===== config.mk =====
export PLATFORM = sky130hd
export DESIGN_NAME = fft_agen
export DESIGN_NICKNAME = d
export VERILOG_FILES = /design/src/rtl/fft_agen_pkg.sv /design/src/rtl/fft_agen_rstsync.sv /design/src/rtl/fft_agen_ctrl.sv /design/src/rtl/fft_agen_pipe.sv /design/src/rtl/fft_agen_xbar.sv /design/src/rtl/fft_agen.sv
export SDC_FILE = /design/constraint.sdc
export NUM_CORES = 1
export LEC_CHECK = 0
export ABC_AREA = 1
export BUFFER_PORTS_ARGS = -buffer_cell sky130_fd_sc_hd__buf_2
export CAP_MARGIN = 40
export CORE_UTILIZATION = 41
export CTS_CLUSTER_DIAMETER = 30
export DETAILED_ROUTE_END_ITERATION = 10
export PLACE_DENSITY = 0.76
export RECOVER_POWER = 50
export SETUP_SLACK_MARGIN = 0.5
export SYNTH_ARGS = -nofsm -noshare
export SYNTH_HDL_FRONTEND = slang
export SYNTH_HIERARCHICAL = 1
export SYNTH_SLANG_ARGS = --single-unit

===== constraint.sdc =====
create_clock -name clk -period 0.8 [get_ports clk]
set_input_delay 0 -clock clk [delete_from_list [all_inputs] [get_ports clk]]
set_output_delay 0 -clock clk [all_outputs]
set_load 0.01 [all_outputs]

===== src/rtl/fft_agen_pkg.sv =====
package fft_agen_pkg;

  typedef enum logic [1:0] {
    AG_IDLE  = 2'd0,
    AG_READ  = 2'd1,
    AG_DRAIN = 2'd2
  } ag_state_e;

  typedef enum logic {
    SIDE_RD = 1'b0,
    SIDE_WR = 1'b1
  } ag_side_e;

endpackage


===== src/rtl/fft_agen_rstsync.sv =====
module fft_agen_rstsync (
  input  logic clk,
  input  logic rst_n,
  output logic rst_sync_n
);

  logic meta_q;
  logic sync_q;

  always_ff @(posedge clk or negedge rst_n) begin
    if (!rst_n) begin
      meta_q <= 1'b0;
      sync_q <= 1'b0;
    end else begin
      meta_q <= 1'b1;
      sync_q <= meta_q;
    end
  end

  assign rst_sync_n = sync_q;

endmodule


===== src/rtl/fft_agen_ctrl.sv =====
module fft_agen_ctrl
  import fft_agen_pkg::*;
#(
  parameter  int N   = 64,
  parameter  int K   = 4,
  parameter  int LAT = 2,
  localparam int GW  = $clog2(N / (2 * K)),
  localparam int SW  = $clog2($clog2(N) + 1)
) (
  input  logic          clk,
  input  logic          rst_n,
  input  logic          start,
  output logic          rd_vld,
  output logic [GW-1:0] rd_grp,
  output logic [SW-1:0] stage,
  output logic          busy,
  output logic          done
);

  localparam int LOGN  = $clog2(N);
  localparam int DEPTH = N / (2 * K);
  localparam int DCW   = $clog2(LAT + 1);
  localparam logic [GW-1:0]  LASTG = GW'(DEPTH - 1);
  localparam logic [DCW-1:0] LASTD = DCW'(LAT - 1);
  localparam logic [SW-1:0]  LASTS = SW'(LOGN - 1);

  ag_state_e      state_q, state_n;
  logic [GW-1:0]  grp_q, grp_n;
  logic [SW-1:0]  stage_q, stage_n;
  logic [DCW-1:0] dcnt_q, dcnt_n;
  logic           done_q, done_n;
  logic           seq_en;

  // next-state process
  always_comb begin
    state_n = state_q;
    grp_n   = grp_q;
    stage_n = stage_q;
    dcnt_n  = dcnt_q;
    done_n  = 1'b0;
    unique case (state_q)
      AG_IDLE: begin
        if (start) begin
          state_n = AG_READ;
          grp_n   = '0;
          stage_n = '0;
        end
      end
      AG_READ: begin
        if (grp_q == LASTG) begin
          state_n = AG_DRAIN;
          dcnt_n  = '0;
        end else begin
          grp_n = grp_q + 1'b1;
        end
      end
      AG_DRAIN: begin
        if (dcnt_q == LASTD) begin
          if (stage_q == LASTS) begin
            state_n = AG_IDLE;
            done_n  = 1'b1;
          end else begin
            state_n = AG_READ;
            grp_n   = '0;
            stage_n = stage_q + 1'b1;
          end
        end else begin
          dcnt_n = dcnt_q + 1'b1;
        end
      end
      default: state_n = AG_IDLE;
    endcase
  end

  assign seq_en = (state_q != AG_IDLE) || start;

  // register process
  always_ff @(posedge clk or negedge rst_n) begin
    if (!rst_n) begin
      state_q <= AG_IDLE;
      grp_q   <= '0;
      stage_q <= '0;
      dcnt_q  <= '0;
      done_q  <= 1'b0;
    end else begin
      done_q <= done_n;
      if (seq_en) begin
        state_q <= state_n;
        grp_q   <= grp_n;
        stage_q <= stage_n;
        dcnt_q  <= dcnt_n;
      end
    end
  end

  assign rd_vld = (state_q == AG_READ);
  assign rd_grp = grp_q;
  assign stage  = stage_q;
  assign busy   = (state_q != AG_IDLE);
  assign done   = done_q;

  AST_GRP_ADVANCE: assert property (@(posedge clk) disable iff (!rst_n)
    (state_q == AG_READ && grp_q != LASTG) |=> (state_q == AG_READ && grp_q == $past(grp_q) + 1'b1));

  AST_STAGE_BOUND: assert property (@(posedge clk) disable iff (!rst_n)
    (state_q != AG_IDLE) |-> (stage_q <= LASTS));

  AST_DONE_PULSE: assert property (@(posedge clk) disable iff (!rst_n)
    done_q |=> !done_q);

  AST_START_IGNORED: assert property (@(posedge clk) disable iff (!rst_n)
    (state_q == AG_READ && grp_q != LASTG && start) |=> (grp_q == $past(grp_q) + 1'b1));

endmodule


===== src/rtl/fft_agen_pipe.sv =====
module fft_agen_pipe #(
  parameter int W   = 3,
  parameter int LAT = 2
) (
  input  logic         clk,
  input  logic         rst_n,
  input  logic         in_vld,
  input  logic [W-1:0] in_dat,
  output logic         out_vld,
  output logic [W-1:0] out_dat
);

  logic         vld_q [LAT];
  logic [W-1:0] dat_q [LAT];

  for (genvar i = 0; i < LAT; i++) begin : g_tap
    logic         src_vld;
    logic [W-1:0] src_dat;

    if (i == 0) begin : g_head
      assign src_vld = in_vld;
      assign src_dat = in_dat;
    end else begin : g_body
      assign src_vld = vld_q[i-1];
      assign src_dat = dat_q[i-1];
    end

    always_ff @(posedge clk or negedge rst_n) begin
      if (!rst_n) vld_q[i] <= 1'b0;
      else        vld_q[i] <= src_vld;
    end

    // data only moves with a valid beat
    always_ff @(posedge clk) begin
      if (src_vld) dat_q[i] <= src_dat;
    end
  end

  assign out_vld = vld_q[LAT-1];
  assign out_dat = dat_q[LAT-1];

endmodule


===== src/rtl/fft_agen_xbar.sv =====
module fft_agen_xbar
  import fft_agen_pkg::*;
#(
  parameter int       K    = 4,
  parameter int       GW   = 3,
  parameter ag_side_e SIDE = SIDE_RD
) (
  input  logic [GW-1:0]       grp,
  output logic [2*K*GW-1:0]   addr,
  output logic [2*K-1:0]      swap
);

  localparam int NB = 2 * K;

  if (SIDE == SIDE_RD) begin : g_rd
    // lower half of banks holds A operands on even groups, B on odd groups
    logic [GW-1:0] a_lo;
    logic [GW-1:0] a_hi;

    always_comb begin
      a_lo         = grp >> 1;
      a_lo[GW-1]   = grp[0];
      a_hi         = a_lo;
      a_hi[GW-1]   = ~grp[0];
    end

    for (genvar b = 0; b < NB; b++) begin : g_bank
      if (b < K) begin : g_lo
        assign addr[b*GW +: GW] = a_lo;
      end else begin : g_hi
        assign addr[b*GW +: GW] = a_hi;
      end
      assign swap[b] = grp[0];
    end
  end else begin : g_wr
    // results of one group form an aligned run; halves trade places in the upper half of the buffer
    for (genvar b = 0; b < NB; b++) begin : g_bank
      assign addr[b*GW +: GW] = grp;
      assign swap[b]          = grp[GW-1];
    end
  end

endmodule


===== src/rtl/fft_agen.sv =====
module fft_agen
  import fft_agen_pkg::*;
#(
  parameter  int N   = 64,
  parameter  int K   = 4,
  parameter  int LAT = 2,
  localparam int NB  = 2 * K,
  localparam int AW  = $clog2(N / (2 * K)),
  localparam int SW  = $clog2($clog2(N) + 1)
) (
  input  logic             clk,
  input  logic             rst_n,
  input  logic             start,
  output logic             bfly_vld,
  output logic [SW-1:0]    stage,
  output logic [NB*AW-1:0] rd_addr,
  output logic [NB-1:0]    rd_swap,
  output logic             wr_vld,
  output logic [NB*AW-1:0] wr_addr,
  output logic [NB-1:0]    wr_swap,
  output logic             done
);

  logic          rst_s_n;
  logic          rd_vld;
  logic [AW-1:0] rd_grp;
  logic [AW-1:0] wr_grp;
  logic          busy;

  fft_agen_rstsync u_rst (
    .clk        (clk),
    .rst_n      (rst_n),
    .rst_sync_n (rst_s_n)
  );

  fft_agen_ctrl #(.N(N), .K(K), .LAT(LAT)) u_ctrl (
    .clk    (clk),
    .rst_n  (rst_s_n),
    .start  (start),
    .rd_vld (rd_vld),
    .rd_grp (rd_grp),
    .stage  (stage),
    .busy   (busy),
    .done   (done)
  );

  fft_agen_xbar #(.K(K), .GW(AW), .SIDE(SIDE_RD)) u_rd_map (
    .grp  (rd_grp),
    .addr (rd_addr),
    .swap (rd_swap)
  );

  fft_agen_pipe #(.W(AW), .LAT(LAT)) u_lag (
    .clk     (clk),
    .rst_n   (rst_s_n),
    .in_vld  (rd_vld),
    .in_dat  (rd_grp),
    .out_vld (wr_vld),
    .out_dat (wr_grp)
  );

  fft_agen_xbar #(.K(K), .GW(AW), .SIDE(SIDE_WR)) u_wr_map (
    .grp  (wr_grp),
    .addr (wr_addr),
    .swap (wr_swap)
  );

  assign bfly_vld = rd_vld;

  AST_FIRST_READ: assert property (@(posedge clk) disable iff (!rst_s_n)
    (start && !busy) |=> (bfly_vld && stage == '0));

  AST_DONE_AFTER_WRITE: assert property (@(posedge clk) disable iff (!rst_s_n)
    done |-> ($past(wr_vld) && !wr_vld && !bfly_vld));

  AST_STAGE_GAP: assert property (@(posedge clk) disable iff (!rst_s_n)
    (bfly_vld && !$past(bfly_vld)) |-> !wr_vld);

endmodule


==> results_dict.tcl <==
set metrics [dict create \
    setup.worst_path.end_class "register" \
    globalplace.congestion 0.756 \
    wire_per_inst_um 12.1 \
    detailed_place.area_mm2 0.00148 \
    hold_class "primary input to async pin" \
    finalInstanceArea_mm2 0.00195 \
    setup_total_negative_slack_ps -26950 \
    report.final.setup_viol 88 \
    grt_max_degree 16 \
    clock-sinks 21 \
    setup.worst_path.start_class "register" \
    timing.critical_path.buf_inv 0 \
    detail_route.drc_violations 0 \
    detailedRoute.firstIterationViolations 8 \
    final_antenna_net_count 0 \
    worstReg2RegEnd "u_ctrl/rd_grp[1]$_DFFE_PN0P_" \
    buffer_ports.inserted 72 \
    worst_setup_path_startpoint "u_ctrl/rd_grp[1]$_DFFE_PN0P_" \
    cts-hold-fix-buffers 1 \
    die-height_um 60.8 \
    yosysWarnings 6 \
    critical_path_class "register to register" \
    filler_cell_count 256 \
    timing.final.hold_violations 2 \
    via_count 1020 \
    clock_latency_ps 300 \
    worst_path_setup_slack_after_routing_ps -589 \
    arrival_ps 1600 \
    rsz0062_at_grt "yes" \
    reg2regPathDepth 6 \
    worst_setup_ep "u_ctrl/rd_grp[1]$_DFFE_PN0P_" \
    critical_path_depth 6 \
    p_leak_nw 1.01 \
    root_buffer "sky130_fd_sc_hd__clkbuf_4" \
    number_of_nets_in_the_finished_design 204 \
    area.sequential_um2 563 \
    worst_r2r_startpoint "u_ctrl/rd_grp[1]$_DFFE_PN0P_" \
    coreArea_mm2 0.00318 \
    via_count_of_the_first_global_routing_pass 865 \
    cp_data_required_time_ps 1010 \
    outcome "finished, violations left" \
    crit_chain "ha_4 > ha_4 > o21ai_2 > nand4_1 > nand2_1 > nand2_1" \
    layout_common_cells "42 x sky130_fd_sc_hd__buf_2, 41 x sky130_fd_sc_hd__buf_6, 17 x sky130_fd_sc_hd__nand2_1" \
    fmax_ghz 0.720 \
    multiInputGateArea_um2 383 \
    initial_utilization_pct 44.6 \
    route.detailed.vias_per_inst 4.27 \
    cts_inserted_buffers 3 \
    critical_path_peak_fanout 4 \
    syn-instance-count 153 \
    hold_ws_ps -5.55 \
    critical-path-max-stage-delay_ps 450 \
    place.detailed.hpwl_mm 1.59 \
    detailedRoute.firstPassIterationCount 4 \
    clk_pin_slew_ps 120 \
    boundaryPins 73 \
    worst_clock_skew_ps 1.15 \
    diodes 0 \
    grt_pass1_wl_mm 3.98 \
    area_delta_synth_final_pct 37.5 \
    ctsLongestPathBuffers 2 \
    mostFrequentLayoutCell "sky130_fd_sc_hd__buf_2" \
    critical-path-slowest-cell "sky130_fd_sc_hd__dfrtp_2" \
    largest_delay_share_family_worst_path "flip-flops" \
    synth.cell_area_mm2 0.00142 \
    globalRoute.totalOverflow 0 \
    grt_antenna_before_repair 0 \
    die_span_in_x_um 60.8 \
    postSynthAreaPerCell_um2 9.27 \
    slew_violations 0 \
    die_area_mm2 0.00370 \
    post_route_cells_drive_above_1_share_pct 66.7 \
    drt_wl_total_mm 2.89 \
    failed_checks "hold timing, setup timing" \
    final_min_period_over_clock_period_pct 174 \
    tritoncts "built" \
    final.min_clock_period_ps 1390 \
    cellPowerDensity_mw_per_mm2 4180 \
    reg2reg_setup_slack_ps -590 \
    ir_worst_vdd_mv 1.77 \
    total_global_route_track_usage_pct 15.2 \
    synth.net_count 161 \
    floorplan.rows 20 \
    cts_max_level 1 \
    cap_viol_max_count 0 \
]
## worst min-delay path by stage
stage          startpoint                         end  slack [ps]  depth (start not counted)
3_3_place_gp        rst_n      u_rst/meta_q$_DFF_PN0_        -210                          1
6_report            rst_n  u_rst/rst_sync_n$_DFF_PN0_          -6                          2
4_1_cts             rst_n  u_rst/rst_sync_n$_DFF_PN0_         -20                          2
3_5_place_dp        rst_n      u_rst/meta_q$_DFF_PN0_        -210                          1
2_1_floorplan       rst_n      u_rst/meta_q$_DFF_PN0_        -300                          0
5_1_grt             rst_n  u_rst/rst_sync_n$_DFF_PN0_         -10                          2
## layout make-up
type | instances | share of cell area, %
inverters | 14 | 3.21
clock buffers | 3 | 1.16
repair buffers | 104 | 44.0
multi-input cells | 52 | 19.6
clock inverters | 1 | 0.257
well taps | 44 | 2.82
flip-flops and latches | 21 | 28.9
## routing by layer
metal	global-route usage (%)	wire length, um	vias to the layer above
met2	29.4	1630	48
li1	-	-	490
met4	1.95	24	0
met1	16.7	1090	480
met3	4.48	140	2
met5	0	0	-
## power by group
group / internal, W / leakage, nW / switching (W) / total (W)
logic: 0.00305 / 0.753 / 0.00274 / 0.00580
registers: 0.00154 / 0.242 / 0.000282 / 0.00182
clock network: 0.000187 / 0.0177 / 0.000335 / 0.000522
## registers in the layout (all words and copies together), names as in the netlist
name and count:
u_ctrl/rd_grp 3, u_lag/dat_q 6, u_ctrl/dcnt_q 2, u_lag/g_tap.src_vld 1
u_ctrl/state_q 2, u_rst/meta_q 1, u_lag/out_vld 1, u_ctrl/done 1
u_ctrl/stage 3, u_rst/rst_sync_n 1
## what timing repair did
action                                 in CTS  in global routing
gates cloned                                3                  0
setup buffers                              13                  2
resized for setup                          43                 18
pin swaps                                   6                  4
setup endpoints to repair                 109                109
endpoints found under the hold margin       2                  2
## stage by stage
step | power [W] | hold slack [ps] | setup WS (ps) | cells | util [%]
final | 0.00814 | -5.55 | -589 | 239 | 61.3
after global routing | 0.00875 | -14.9 | -662 | 239 | 61.3
after CTS | 0.00757 | -17.8 | -537 | 237 | 59.8
after detailed placement | 0.00569 | -214 | -567 | 216 | 46.5
after global placement | 0.00558 | -215 | -493 | 216 | 46.5
after floorplan | 0.00686 | -296 | -539 | 153 | -
## worst reg2reg max path: stages (launching register included)
cell and delay [ps]:
sky130_fd_sc_hd__dfrtp_2 450, sky130_fd_sc_hd__ha_4 170, sky130_fd_sc_hd__ha_4 150, sky130_fd_sc_hd__o21ai_2 140, sky130_fd_sc_hd__nand4_1 200, sky130_fd_sc_hd__nand2_1 140, sky130_fd_sc_hd__nand2_1 50
Power figures use the tool's default switching activity.
